<file path="src/rtl/sib_pkg.sv">
package sib_pkg;
    localparam int LINES         = 2;
    localparam int CTRL_COR_BIT  = 0;
    localparam int CTRL_PEND_BIT = 1;

    function automatic int byte_count(input int bits);
        return (bits + 7) / 8;
    endfunction
endpackage

</file>
<file path="src/rtl/sib_edge.sv">
module sib_edge #(
    parameter int NUM_SRC = 24
) (
    input  logic                   clk,
    input  logic                   rst_n,
    input  logic [NUM_SRC-1:0]     src_in,
    input  logic [2*NUM_SRC-1:0]   edge_cfg,
    output logic [NUM_SRC-1:0]     evt
);
    typedef struct packed {
        logic [NUM_SRC-1:0] s1;
        logic [NUM_SRC-1:0] s2;
        logic [NUM_SRC-1:0] prev;
    } sync_t;

    sync_t sync_d, sync_q;

    always_comb begin
        sync_d      = sync_q;
        sync_d.s1   = src_in;
        sync_d.s2   = sync_q.s1;
        sync_d.prev = sync_q.s2;
    end

    always_ff @(posedge clk or negedge rst_n) begin
        if (!rst_n) sync_q <= '0;
        else        sync_q <= sync_d;
    end

    // pair per source: upper bit = rising, lower bit = falling
    for (genvar i = 0; i < NUM_SRC; i++) begin : g_det
        assign evt[i] = (sync_q.s2[i] & ~sync_q.prev[i] & edge_cfg[2*i+1])
                      | (~sync_q.s2[i] & sync_q.prev[i] & edge_cfg[2*i]);
    end
endmodule

</file>
<file path="src/rtl/sib_line.sv">
module sib_line #(
    parameter int NUM_SRC = 24,
    parameter int ADDR_W  = 5,
    parameter int ST_BASE = 0,
    parameter int MK_BASE = 3
) (
    input  logic               clk,
    input  logic               rst_n,
    input  logic [ADDR_W-1:0]  reg_addr,
    input  logic               reg_wr,
    input  logic               reg_rd,
    input  logic [7:0]         reg_wdata,
    input  logic               clr_on_rd,
    input  logic               pend_en,
    input  logic [NUM_SRC-1:0] evt,
    output logic [NUM_SRC-1:0] status_o,
    output logic [NUM_SRC-1:0] mask_o,
    output logic [7:0]         rd_byte,
    output logic               active
);
    localparam int NB = sib_pkg::byte_count(NUM_SRC);

    typedef struct packed {
        logic [NUM_SRC-1:0] st;
        logic [NUM_SRC-1:0] pd;
        logic [NUM_SRC-1:0] mk;
    } line_t;

    line_t line_d, line_q;
    logic [NUM_SRC-1:0] clr_v;
    logic st_hit, mk_hit;
    int   addr_i, sidx, midx;

    always_comb begin
        addr_i  = int'(reg_addr);
        sidx    = addr_i - ST_BASE;
        midx    = addr_i - MK_BASE;
        st_hit  = (addr_i >= ST_BASE) && (addr_i < ST_BASE + NB);
        mk_hit  = (addr_i >= MK_BASE) && (addr_i < MK_BASE + NB);
        line_d  = line_q;
        clr_v   = '0;
        rd_byte = '0;
        for (int i = 0; i < NUM_SRC; i++) begin
            if (st_hit && (i / 8 == sidx)) begin
                if (reg_rd) rd_byte[i % 8] = line_q.st[i];
                clr_v[i] = clr_on_rd ? reg_rd : (reg_wr & reg_wdata[i % 8]);
            end
            if (mk_hit && (i / 8 == midx)) begin
                if (reg_rd) rd_byte[i % 8] = line_q.mk[i];
                if (reg_wr) line_d.mk[i] = reg_wdata[i % 8];
            end
            // a new event beats the clear; a held event reloads at the clear
            if (clr_v[i]) begin
                line_d.st[i] = evt[i] | line_q.pd[i];
                line_d.pd[i] = evt[i] & line_q.pd[i];
            end else begin
                line_d.st[i] = line_q.st[i] | evt[i];
                line_d.pd[i] = line_q.pd[i] | (evt[i] & line_q.st[i] & pend_en);
            end
        end
    end

    always_ff @(posedge clk or negedge rst_n) begin
        if (!rst_n) begin
            line_q.st <= '0;
            line_q.pd <= '0;
            line_q.mk <= '1;
        end else begin
            line_q <= line_d;
        end
    end

    assign status_o = line_q.st;
    assign mask_o   = line_q.mk;
    assign active   = |(line_q.st & ~line_q.mk);
endmodule

</file>
<file path="src/rtl/sib_bank.sv">
module sib_bank #(
    parameter int NUM_SRC  = 24,
    parameter int ADDR_W   = 5,
    parameter int PRIM_W   = 8,
    parameter int BANK_POS = 0
) (
    input  logic               clk,
    input  logic               rst_n,
    input  logic [NUM_SRC-1:0] src_in,
    input  logic [ADDR_W-1:0]  reg_addr,
    input  logic               reg_wr,
    input  logic               reg_rd,
    input  logic [7:0]         reg_wdata,
    output logic [7:0]         reg_rdata,
    output logic [1:0]         irq_n,
    output logic [PRIM_W-1:0]  prim_l0,
    output logic [PRIM_W-1:0]  prim_l1
);
    localparam int LINES     = sib_pkg::LINES;
    localparam int NB        = sib_pkg::byte_count(NUM_SRC);
    localparam int EB        = sib_pkg::byte_count(2 * NUM_SRC);
    localparam int EDGE_BASE = LINES * 2 * NB;
    localparam int CTRL_ADDR = EDGE_BASE + EB;

    typedef struct packed {
        logic [2*NUM_SRC-1:0] cfg;
        logic                 cor;
        logic                 pend;
        logic [7:0]           rdata;
    } top_t;

    top_t top_d, top_q;

    logic [NUM_SRC-1:0]   evt;
    logic [NUM_SRC-1:0]   line_st [LINES];
    logic [NUM_SRC-1:0]   line_mk [LINES];
    logic [7:0]           line_rb [LINES];
    logic [LINES-1:0]     line_act;
    logic [2*NUM_SRC-1:0] edge_cfg;
    logic                 clr_on_rd;
    logic                 ed_hit, ct_hit;
    logic [7:0]           edge_rb, ctrl_rb;
    int                   addr_i, eidx;

    assign edge_cfg  = top_q.cfg;
    assign clr_on_rd = top_q.cor;

    sib_edge #(.NUM_SRC(NUM_SRC)) u_edge (
        .clk      (clk),
        .rst_n    (rst_n),
        .src_in   (src_in),
        .edge_cfg (edge_cfg),
        .evt      (evt)
    );

    for (genvar l = 0; l < LINES; l++) begin : g_line
        sib_line #(
            .NUM_SRC (NUM_SRC),
            .ADDR_W  (ADDR_W),
            .ST_BASE (l * 2 * NB),
            .MK_BASE (l * 2 * NB + NB)
        ) u_line (
            .clk       (clk),
            .rst_n     (rst_n),
            .reg_addr  (reg_addr),
            .reg_wr    (reg_wr),
            .reg_rd    (reg_rd),
            .reg_wdata (reg_wdata),
            .clr_on_rd (top_q.cor),
            .pend_en   (top_q.pend),
            .evt       (evt),
            .status_o  (line_st[l]),
            .mask_o    (line_mk[l]),
            .rd_byte   (line_rb[l]),
            .active    (line_act[l])
        );
    end

    always_comb begin
        addr_i  = int'(reg_addr);
        eidx    = addr_i - EDGE_BASE;
        ed_hit  = (addr_i >= EDGE_BASE) && (addr_i < CTRL_ADDR);
        ct_hit  = (addr_i == CTRL_ADDR);
        top_d   = top_q;
        edge_rb = '0;
        ctrl_rb = '0;
        for (int j = 0; j < 2 * NUM_SRC; j++) begin
            if (ed_hit && (j / 8 == eidx)) begin
                if (reg_rd) edge_rb[j % 8] = top_q.cfg[j];
                if (reg_wr) top_d.cfg[j] = reg_wdata[j % 8];
            end
        end
        if (ct_hit && reg_rd) begin
            ctrl_rb[sib_pkg::CTRL_COR_BIT]  = top_q.cor;
            ctrl_rb[sib_pkg::CTRL_PEND_BIT] = top_q.pend;
        end
        if (ct_hit && reg_wr) begin
            top_d.cor  = reg_wdata[sib_pkg::CTRL_COR_BIT];
            top_d.pend = reg_wdata[sib_pkg::CTRL_PEND_BIT];
        end
        top_d.rdata = edge_rb | ctrl_rb;
        for (int l = 0; l < LINES; l++) top_d.rdata = top_d.rdata | line_rb[l];
    end

    always_ff @(posedge clk or negedge rst_n) begin
        if (!rst_n) top_q <= '0;
        else        top_q <= top_d;
    end

    assign reg_rdata = top_q.rdata;
    assign irq_n     = ~line_act;

    for (genvar k = 0; k < PRIM_W; k++) begin : g_prim
        if (k == BANK_POS) begin : g_hit
            assign prim_l0[k] = line_act[0];
            assign prim_l1[k] = line_act[1];
        end else begin : g_zero
            assign prim_l0[k] = 1'b0;
            assign prim_l1[k] = 1'b0;
        end
    end
endmodule

</file>
<file path="config.mk">
export PLATFORM = sky130hd
export DESIGN_NAME = sib_bank
export DESIGN_NICKNAME = d
export VERILOG_FILES = /design/src/rtl/sib_pkg.sv /design/src/rtl/sib_edge.sv /design/src/rtl/sib_line.sv /design/src/rtl/sib_bank.sv
export SDC_FILE = /design/constraint.sdc
export NUM_CORES = 1
export LEC_CHECK = 0
export ABC_AREA = 1
export BUFFER_PORTS_ARGS = -buffer_cell sky130_fd_sc_hd__buf_2
export CELL_PAD_IN_SITES_DETAIL_PLACEMENT = 2
export CELL_PAD_IN_SITES_GLOBAL_PLACEMENT = 2
export CORE_ASPECT_RATIO = 1.25
export CORE_MARGIN = 3
export CORE_UTILIZATION = 41
export CTS_BUF_LIST = sky130_fd_sc_hd__clkbuf_16
export DETAILED_ROUTE_END_ITERATION = 7
export PLACE_DENSITY = 0.84
export SLEW_MARGIN = 10
export SYNTH_ARGS = -nofsm -noshare
export SYNTH_HDL_FRONTEND = slang
export SYNTH_HIERARCHICAL = 1
export SYNTH_SLANG_ARGS = --single-unit
</file>
<file path="constraint.sdc">
create_clock -name clk -period 4.3 [get_ports clk]
set_clock_uncertainty 0.05 [all_clocks]
set_input_delay 0.86 -clock clk [delete_from_list [all_inputs] [get_ports clk]]
set_output_delay 0.86 -clock clk [all_outputs]
set_load 0.01 [all_outputs]
</file>
[Word level (Yosys, flattened, before mapping)]
Index checks and enable logic that the tools add are counted.
Operators by class
  add/subtract/negate cells: 4
  muxes and demuxes: 441
  reductions and logical operators: 43
  $lt $le $gt $ge: 9
  bitwise logic cells: 472
  equal/unequal tests: 14
Operators with widths (count)
  $mux 1: 440
  $and 1x1->1: 248
  $or 1x1->1: 168
  $logic_not 32->1: 5
  $eq 2x32->1 const A: 3
  $eq 3x32->1 const A: 3
  $and 24x24->24: 2
  $not 1->1: 48
  $not 24->24: 2
  $reduce_or 24->1: 2
  $logic_and 1x1->1: 24
  $reduce_and 2->1: 12
  $or 8x8->8: 2
  $eq 3x6->1 const A: 2
  $eq 4x6->1 const A: 2
  $sub 5x4->6 const B: 2
  $ge 5x4->1 const B: 2
  $lt 5x4->1 const B: 2
  $or 8x2->8: 1
  $eq 2x6->1 const A: 1
  $sub 5x2->6 const B: 1
  $sub 5x3->6 const B: 1
  $eq 2x5->1 const A: 1
  $eq 3x5->1 const A: 1
  8 further kinds: 8
Word-level totals
  input bits: 41
  output and inout port bits: 26
  word-level logic and storage cells: 1005
  flip-flop bits (word level): 274

[Logic depth before layout (Yosys ltp)]
  word-level depth: 17
  mapped depth: 14
  mapped depth without buffers: 14

[Hierarchy]
The synthesis kept the hierarchy.
By module, submodules not included
  sib_line at g_line[1].u_line: cells each 611, area each 4724.5 um^2, instances 1, sequential area each 1831.8 um^2
  sib_line at g_line[0].u_line: cells each 607, area each 4404.2 um^2, instances 1, sequential area each 1831.8 um^2
  sib_bank: cells each 404, area each 3211.8 um^2, instances 1, sequential area each 1451.4 um^2
  sib_edge: cells each 192, area each 2312.2 um^2, instances 1, sequential area each 1801.7 um^2

[Worst setup path before layout]
OpenSTA, ideal clock, no wires.
  path type: input-to-reg
  from: input port reg_addr[1]
  to: register top_q (netlist bit reg_rdata[2])
  data arrival time: 2.344 ns
  stages: 13
  required time: 4.125 ns
  setup slack: 1.781 ns
  path buffers: 1
  library setup time: 0.125 ns
  cell sequence: ha_1 -> inv_1 -> nor2_1 -> nor2_2 -> nor2_8 -> nand2_2 -> buf_6 -> nor2_1 -> nor2_1 -> nand4_1 -> or2_2 -> nor2_1 -> nand3_1
RTL lines
  from (decl): line sib_bank.sv:10  | input logic [ADDR_W-1:0] reg_addr,
  to (signal assigned): line sib_bank.sv:107  | else top_q <= top_d;
  to (decl): line sib_bank.sv:32  | top_t top_d, top_q;

[Worst setup path in the final report]
  from: register g_line[1].u_line.line_q (netlist bit g_line[1].u_line/mask_o[18])
  to: output port irq_n[1]
Between the ends
  cells in the longest elaborated chain, start to end: 4
Ends and longest elaborated chain
  from (decl): line sib_line.sv:29  | line_t line_d, line_q;
  from (signal assigned): line sib_line.sv:69  | line_q <= line_d;
  $not 24->24: line sib_line.sv:75  | assign active = |(line_q.st & ~line_q.mk);
  $and 24x24->24: line sib_line.sv:75
  $reduce_or 24->1: line sib_line.sv:75
  $not 2->2: line sib_bank.sv:111  | assign irq_n = ~line_act;
  to (decl): line sib_bank.sv:15  | output logic [1:0] irq_n,
No other way between the ends.

==> impl_results.md <==
- 1st-iter DRT viols: 717
- YS warnings: 6
- Worst hold margin: 214 ps
- TritonCTS clock tree: yes
- Slew HR: 26.0%
- CP bufs+invs: 2
- Overflow after GRT: 0
- Crit Path Max Fanout: 3
- Switching Power: 2.39 mW
- CTS root buffer: clkbuf_16
- Clock share of power: 36.1%
- Placed insts: 2142
- Routed wire length: 53500 µm
- DR vias: 12467
- Leak: 7.60 nW
- Sw frac: 32.3%
- Max Buffers Root-to-Sink: 3
- Final antenna-violating net count: 0
- Worst-Margin Slew: 1100 ps
- Port buffer count: 52
- Final slew viol count: 0
- Sequential power share: 47.4%
- P per Cell Area: 481 mW/mm²
- Core ar.: 0.0331 mm²
- N_diodes: 0
- RSZ-0062 raised after global routing: false
- Sum Neg Setup Slack: 0 ps
- Initial Util: 42.1%
- Aggregate global-route resource usage: 30.2%
- Die area: 0.0362 mm²
- Int Power: 5.02 mW
- Htree depth: 1
- Tcrit/Tclk final: 78.6%
- Multi-input gate area: 0.00561 mm²
- Comb pwr share: 16.4%
- Final net count: 1801
- Non-filler cells, final: 2197
- Die Span Y: 212 µm
- Dpl ws: 1010 ps
- Share of layout cells above drive strength 1: 13.8%
- Worst path cell trace: o22ai_1 -> nor4_1 -> nand3_1 -> inv_1 -> buf_2
- Skew-Pair Late Insertion Delay: 580 ps
- Status: finished, final reports clean
- Critical path data required time: 3390 ps
- Fillers: 3726
- Clock transition at path regs: 60 ps
- Mean post-synth cell area: 8.11 µm²
- Residual DRC: 0
- DRT Pass-1 Iters: 5
- Boundary Pins: 67
- Final setup margin: 921 ps
- Max-cap viol count: 0
- Synth Instances: 1718
- Reg2reg setup slack: 1940 ps
- Max IR drop VDD: 0.000335 V
- Critical Path AT: 2470 ps
- Worst r2r path cells: 4
- First-pass GRT wire length: 83600 µm
- Min Clock Period, post-route: 3380 ps
- R2r startpoint: clr_on_rd
- Gp weighted congestion: 0.894
- # Post-CTS Setup Buffers: 0
- Initial antenna violation count: 0
- Setup CP Type: reg2out
- Die width: 171 µm
- Hold Vio Cnt, Final: 0
- CTS Hold Bufs: 0
- Slowest stage cell on the critical path: nor4_1
- Final instance area: 0.0154 mm²
- CTS Buf Count: 30
- Setup Viol. Count Final: 0
- Syn Std Cell Area: 0.0139 mm²
- Max incr delay on CP: 680 ps
- Post-DR wirelength/cell: 24.3 µm
- Layout area overhead: 10.6%
- Largest net degree at the start of global routing: 84
- FF+latch area: 0.00692 mm²
- Reg-to-reg endpoint: g_line[1].u_line/status_o[10]
- Hold crit path type: in2async
- Endpoint class of the critical path: primary output
- DP HPWL: 38300 µm
- Vias in the first global route: 13988
- TritonCTS Sinks: 274
- CP delay by family, top: simple AND/OR/NAND/NOR gates
- Cts repair resizes: 0
- Crit path launch type: flip-flop
- Drt via density: 5.67
- Site Rows: 74
- Max frequency: 296 MHz
- Placed instance area: 0.0144 mm²
how the worst max path moves through the flow:
stage,startpoint,end,slack [ps],cells past startpoint
2_1_floorplan,reg_addr[1],reg_rdata[2],1780,13
3_3_place_gp,reg_addr[1],reg_rdata[6],1100,13
3_5_place_dp,reg_addr[1],reg_rdata[6],1010,13
4_1_cts,g_line[1].u_line/mask_o[18],irq_n[1],920,5
5_1_grt,g_line[1].u_line/status_o[23],irq_n[1],870,6
6_report,g_line[1].u_line/mask_o[18],irq_n[1],920,5
state kept, by name, indices dropped and copies added (netlist names):
name / count
g_line.u_line/mask_o: 48
reg_rdata: 8
u_edge/sync_q: 24
g_line.u_line/status_o: 48
clr_on_rd: 1
top_q: 1
u_edge/sync_d: 48
g_line.u_line/line_q: 48
edge_cfg: 48
final cells by class:
| cell class | instances | share of cell area [%] |
|---|---|---|
| clock buffer | 31 | 5.03 |
| clock inverter | 24 | 1.47 |
| sequential | 274 | 44.9 |
| multi-input combinational | 1123 | 36.4 |
| inverter | 266 | 6.48 |
| timing repair buffer | 61 | 2.37 |
| tap | 418 | 3.39 |
layer usage:
layer | track usage [%] | vias up | share of wire, %
li1 | - | 5594 | -
met1 | 35.3 | 6444 | 39
met2 | 54.6 | 277 | 52
met3 | 3.16 | 152 | 3.1
met4 | 15.0 | 0 | 5.8
met5 | 0 | - | 0
metrics by stage:
| step | utilization (%) | power, mW |
|---|---|---|
| 2_1_floorplan | - | 4.14 |
| 3_3_place_gp | 43.6 | 4.63 |
| 3_5_place_dp | 43.6 | 4.74 |
| 4_1_cts | 46.6 | 7.47 |
| 5_1_grt | 46.6 | 7.77 |
| 6_report | 46.6 | 7.41 |
cell usage in the layout, fill, tap and decap left out, types with 12 or more instances in the layout:
master     instances
nand2_1          415
inv_1            260
dfrtp_1          226
nand3_1          145
nor2_1           130
o21ai_0          114
nand4_1           78
buf_2             50
dfstp_2           48
clkbuf_16         31
o21ai_1           29
o21ai_2           24
o22ai_1           23
a2bb2oi_1         18
o21a_1            16
nor2_4            15
conb_1            14
a21oi_1           12
worst reg2reg max path: cells and delay by family (launching register included):
kind / cells / cell delay, ps
AOI/OAI and AO/OA: 3 / 1330
and+or+nand+nor: 1 / 240
DFF: 1 / 600
power by group through the flow:
stage / logic, mW / registers, mW / clock network, mW
after CTS: 1.22 / 3.51 / 2.74
after global placement: 1.12 / 3.51 / 0
after detailed placement: 1.20 / 3.54 / 0
after global routing: 1.36 / 3.57 / 2.84
after floorplan: 0.786 / 3.36 / 0
final: 1.22 / 3.51 / 2.68
(Power assumes the default switching activity.)
